$ cat config.mk
export PLATFORM = sky130hd
export DESIGN_NAME = sdram_refresh_sched
export DESIGN_NICKNAME = d
export VERILOG_FILES = /design/src/rtl/sdram_refresh_sched.sv
export SDC_FILE = /design/constraint.sdc
export NUM_CORES = 1
export LEC_CHECK = 0
export ABC_AREA = 1
export BUFFER_PORTS_ARGS = -buffer_cell sky130_fd_sc_hd__buf_4
export CAP_MARGIN = 20
export CORE_MARGIN = 2
export CORE_UTILIZATION = 42
export CTS_BUF_LIST = sky130_fd_sc_hd__clkbuf_16
export DETAILED_ROUTE_END_ITERATION = 12
export PLACE_DENSITY = 0.71
export SETUP_SLACK_MARGIN = 0.15
export SLEW_MARGIN = 5
export SYNTH_ARGS = -nofsm -noshare
export SYNTH_HDL_FRONTEND = slang
export SYNTH_SLANG_ARGS = --single-unit
$ cat constraint.sdc
create_clock -name clk -period 1.1 [get_ports clk]
set_input_delay 0.165 -clock clk [delete_from_list [all_inputs] [get_ports clk]]
set_output_delay 0.165 -clock clk [all_outputs]
set_load 0.005 [all_outputs]
$ cat src/rtl/sdram_refresh_sched.sv
module sdram_refresh_sched #(
  parameter int INTERVAL_CYC = 770,
  parameter int TRP_CYC      = 2,
  parameter int TRFC_CYC     = 9
) (
  input  logic       clk,
  input  logic       rst_n,
  input  logic       refresh_req,
  input  logic       row_open,
  input  logic       seq_grant,
  output logic       rf_need,
  output logic       busy,
  output logic [3:0] cmd_code,
  output logic       cmd_a10
);
  // TRP_CYC and TRFC_CYC must be at least 2.
  localparam int CW = $clog2(INTERVAL_CYC);
  localparam int WW = $clog2((TRFC_CYC > TRP_CYC) ? TRFC_CYC : TRP_CYC) + 1;
  localparam logic [3:0] CMD_NOP = 4'b0111;
  localparam logic [3:0] CMD_PRE = 4'b0010;
  localparam logic [3:0] CMD_REF = 4'b0001;

  typedef enum logic [2:0] {S_IDLE, S_PRE, S_TRP, S_REF, S_RFC} st_t;

  st_t           st;
  logic [CW-1:0] ivl;
  logic [WW-1:0] wcnt;
  logic          pend;
  logic          idle, expire, req_ok, take;

  assign idle   = (st == S_IDLE);
  assign expire = (ivl == CW'(INTERVAL_CYC - 1));
  assign req_ok = refresh_req & idle & ~pend;
  assign take   = seq_grant & idle & pend;

  always_ff @(posedge clk) begin
    if (!rst_n)                ivl <= '0;
    else if (expire || req_ok) ivl <= '0;
    else                       ivl <= ivl + 1'b1;
  end

  always_ff @(posedge clk) begin
    if (!rst_n) pend <= 1'b0;
    else        pend <= (pend & ~take) | expire | req_ok;
  end

  always_ff @(posedge clk) begin
    if (!rst_n) begin
      st   <= S_IDLE;
      wcnt <= '0;
    end else begin
      unique case (st)
        S_IDLE: if (take) st <= row_open ? S_PRE : S_REF;
        S_PRE: begin
          st   <= S_TRP;
          wcnt <= WW'(TRP_CYC - 2);
        end
        S_TRP:
          if (wcnt == '0) st <= S_REF;
          else            wcnt <= wcnt - 1'b1;
        S_REF: begin
          st   <= S_RFC;
          wcnt <= WW'(TRFC_CYC - 2);
        end
        S_RFC:
          if (wcnt == '0) st <= S_IDLE;
          else            wcnt <= wcnt - 1'b1;
        default: st <= S_IDLE;
      endcase
    end
  end

  assign rf_need  = pend;
  assign busy     = ~idle;
  assign cmd_a10  = (st == S_PRE);
  assign cmd_code = (st == S_PRE) ? CMD_PRE :
                    (st == S_REF) ? CMD_REF : CMD_NOP;

  logic [WW-1:0] chk_left;
  always_ff @(posedge clk) begin
    if (!rst_n)                   chk_left <= '0;
    else if (cmd_code == CMD_REF) chk_left <= WW'(TRFC_CYC - 1);
    else if (chk_left != '0)      chk_left <= chk_left - 1'b1;
  end


  quiet_window_chk: assert property (@(posedge clk) disable iff (!rst_n)
    (chk_left != '0) |-> (cmd_code == CMD_NOP && busy));


  busy_release_chk: assert property (@(posedge clk) disable iff (!rst_n)
    (chk_left == WW'(1)) |=> !busy);


  legal_cmd_chk: assert property (@(posedge clk) disable iff (!rst_n)
    (cmd_code == CMD_NOP || cmd_code == CMD_PRE || cmd_code == CMD_REF));


  a10_only_pre_chk: assert property (@(posedge clk) disable iff (!rst_n)
    cmd_a10 |-> (cmd_code == CMD_PRE));


  pre_gap_chk: assert property (@(posedge clk) disable iff (!rst_n)
    (cmd_code == CMD_PRE) |=> (cmd_code == CMD_NOP && busy));


  start_on_grant_chk: assert property (@(posedge clk) disable iff (!rst_n)
    $rose(busy) |-> $past(rf_need && seq_grant));


  need_clear_chk: assert property (@(posedge clk) disable iff (!rst_n)
    $rose(busy) |-> (!rf_need || $past(expire)));
endmodule

==> flow_metrics.env <==
export IMPL_synth_cells=155
export IMPL_rows=18
export IMPL_critical_path_class="flop to output port"
export IMPL_die_area_mm2=0.00293
export IMPL_drc=0
export IMPL_fin_ws_ns=-0.160
export IMPL_power_density_mw_per_mm2=2080
export IMPL_cts_made_buffers=3
export IMPL_clock_latency_ns=0.25
export IMPL_violations="setup timing"
export IMPL_period_needed_ns=1.26
export IMPL_met1_length_um=1050
export IMPL_fp_dieH_um=54.2
export IMPL_gp_congestion=0.781
export IMPL_grt_max_degree=11
export IMPL_initial_core_util_pct=43.5
export IMPL_synth_cell_types=24
export IMPL_wl_met2_um=1280
export IMPL_clockRootBuffer="clkbuf_16"
export IMPL_cts_sinks=19
export IMPL_dp_hpwl_um=1640
export IMPL_grt_util_all_layers_pct=18.4
export IMPL_syn_area_per_cell_um2=6.82
export IMPL_fin_skew_ns=0.00274
export IMPL_n_fill_cell=217
export IMPL_routed_wl_um=2380
export IMPL_wl_met3_um=36
export IMPL_setup_violations_final=23
export IMPL_rsz0062_at_grt="yes"
export IMPL_finalSetupTns_ns=-2.18
export IMPL_ys_seq_elements=19
export IMPL_crit_fanout=7
export IMPL_clk_pin_slew_ns=0.05
export IMPL_antenna_found_initial=0
export IMPL_critPathCaptureType="output port"
export IMPL_die_w_um=54.2
export IMPL_drt_initial_drc_count=20
export IMPL_final_cell_mix="nand2_1 (28), buf_4 (21), nor2_1 (18)"
export IMPL_area_delta_synth_final_pct=40.0
export IMPL_ys_top_cells_by_area="dfxtp_1 (36%), nand2_1 (12%), nor2_1 (7.8%)"
export IMPL_drive_above_1_share_pct=40.4
export IMPL_dpl_cell_area_mm2=0.00127
export IMPL_io_buffers=10
export IMPL_diodes=0
export IMPL_yosysSeqAreaShare_pct=36.0
export IMPL_vias=1018
export IMPL_grt_pass1_wl_um=3910
export IMPL_dr_pass1_iters=4
export IMPL_via_per_inst=4.78
export IMPL_final_area_mm2=0.00148
export IMPL_synthesis_area_mm2=0.00106
export IMPL_cts_buffer_depth=2
export IMPL_synth_top_area_share_pct=36.0
export IMPL_min_path_type="primary input to flop"
export IMPL_grt_remaining_overflow=0
export IMPL_maxSlewViolCount=0
export IMPL_antenna_left=0
export IMPL_routedWlPerCell_um=11.2
export IMPL_start_kind="flop"
export IMPL_ctsHtreeMaxLevel=1
export IMPL_highest_layer="met4"
export IMPL_post_route_period_util_pct=115
export IMPL_required_ns=0.94
export IMPL_max_cap_violations=0
export IMPL_synth_warnings=0
export IMPL_syn_num_nets=164
export IMPL_io_pins=12
export IMPL_final_hold_violation_count=0
export IMPL_coreArea_mm2=0.00243
export IMPL_final_nets=193
export IMPL_peakVddDrop_v=0.00123
export IMPL_final_common_cell="nand2_1"
export IMPL_grt_pass1_vias=989
export IMPL_crit_arrival_ns=1.09
export IMPL_cts_tree="done"
export IMPL_p_leak_nw=0.644
export IMPL_fmax_mhz=794
export IMPL_synth_top_cell_by_area="dfxtp_1"
export IMPL_status="finished with violations"
[layout make-up]
| type | count | area (um^2) | share of cell area [%] |
|---|---|---|---|
| multi-input cells | 110 | 676 | 45.6 |
| flip-flops and latches | 19 | 394 | 26.6 |
| repair buffers | 24 | 191 | 12.9 |
| inverters | 26 | 103 | 6.93 |
| clock buffers | 3 | 75.1 | 5.07 |
| well taps | 30 | 37.5 | 2.54 |
| clock inverters | 1 | 3.75 | 0.254 |
[stage by stage]
step           cells  setup WS, ns  hold WS (ns)  util (%)  power, mW
2_1_floorplan    155       -0.0433         0.258         -       1.72
3_3_place_gp     203        -0.154         0.438      52.3       2.05
3_5_place_dp     203        -0.160         0.446      52.3       2.10
4_1_cts          211       -0.0983         0.192      58.8       3.01
5_1_grt          213        -0.189         0.208      60.9       3.30
6_report         213        -0.160         0.194      60.9       3.08
[logic make-up after synthesis]
| group | count (synthesis) | synth area share, % |
|---|---|---|
| compound gates | 15 | 7.46 |
| xor+xnor | 3 | 2.49 |
| fa+ha+maj | 4 | 4.73 |
| buf+inv | 27 | 9.94 |
| flops | 19 | 36.0 |
| other cells | 1 | 0.355 |
| simple gates | 86 | 39.1 |
[power breakdown]
| group | switching (mW) | total [mW] | internal (mW) |
|---|---|---|---|
| Clock | 0.240 | 0.723 | 0.483 |
| Sequential | 0.0959 | 0.905 | 0.809 |
| Combinational | 0.806 | 1.45 | 0.643 |
[critical path, cell delays in order (launching register included)]
cell and delay (ns):
dfxtp_2 0.34, inv_2 0.07, nor2_4 0.17, inv_2 0.11, buf_4 0.15
[registers in the layout, summed over array words and instances, names as in the netlist]
name     cells
ivl         10
wcnt         5
st           3
rf_need      1
[final timing paths]
| path | from | end | slack (ns) | cells past startpoint |
|---|---|---|---|---|
| min | rst_n | rf_need$_SDFF_PN0_ | 0.19 | 3 |
| min reg2reg | ivl[0]$_SDFF_PP0_ | ivl[0]$_SDFF_PP0_ | 0.45 | 1 |
| max reg2reg | wcnt[1]$_SDFFE_PN0P_ | wcnt[1]$_SDFFE_PN0P_ | -0.13 | 10 |
| max | st[0]$_SDFFE_PN0P_ | cmd_code[2] | -0.16 | 4 |
[layer usage]
layer | global-route usage (%) | up-vias
met4 | 7.50 | 0
met2 | 35.5 | 7
li1 | - | 545
met3 | 3.33 | 2
met5 | 0 | -
met1 | 19.0 | 464
[cell usage after synthesis, drive strengths merged]
cell type  count
nand2         37
inv           25
nor2          25
dfxtp         19
nand3         16
a21oi          8
o21ai          7
ha             4
nand4          4
nand3b         2
nor3           2
xnor2          2
buf            1
clkinv         1
conb           1
xor2           1
[repair_timing]
item | CTS | global route
gates cloned | 1 | 0
resized for setup | 18 | 12
pin swaps | 4 | 6
hold buffers | 0 | 0
setup endpoints to repair | 24 | 24
endpoints found under the hold margin | 0 | 0
buffers inserted | 3 | 2
Note: power is estimated with default switching activity, not from simulation.
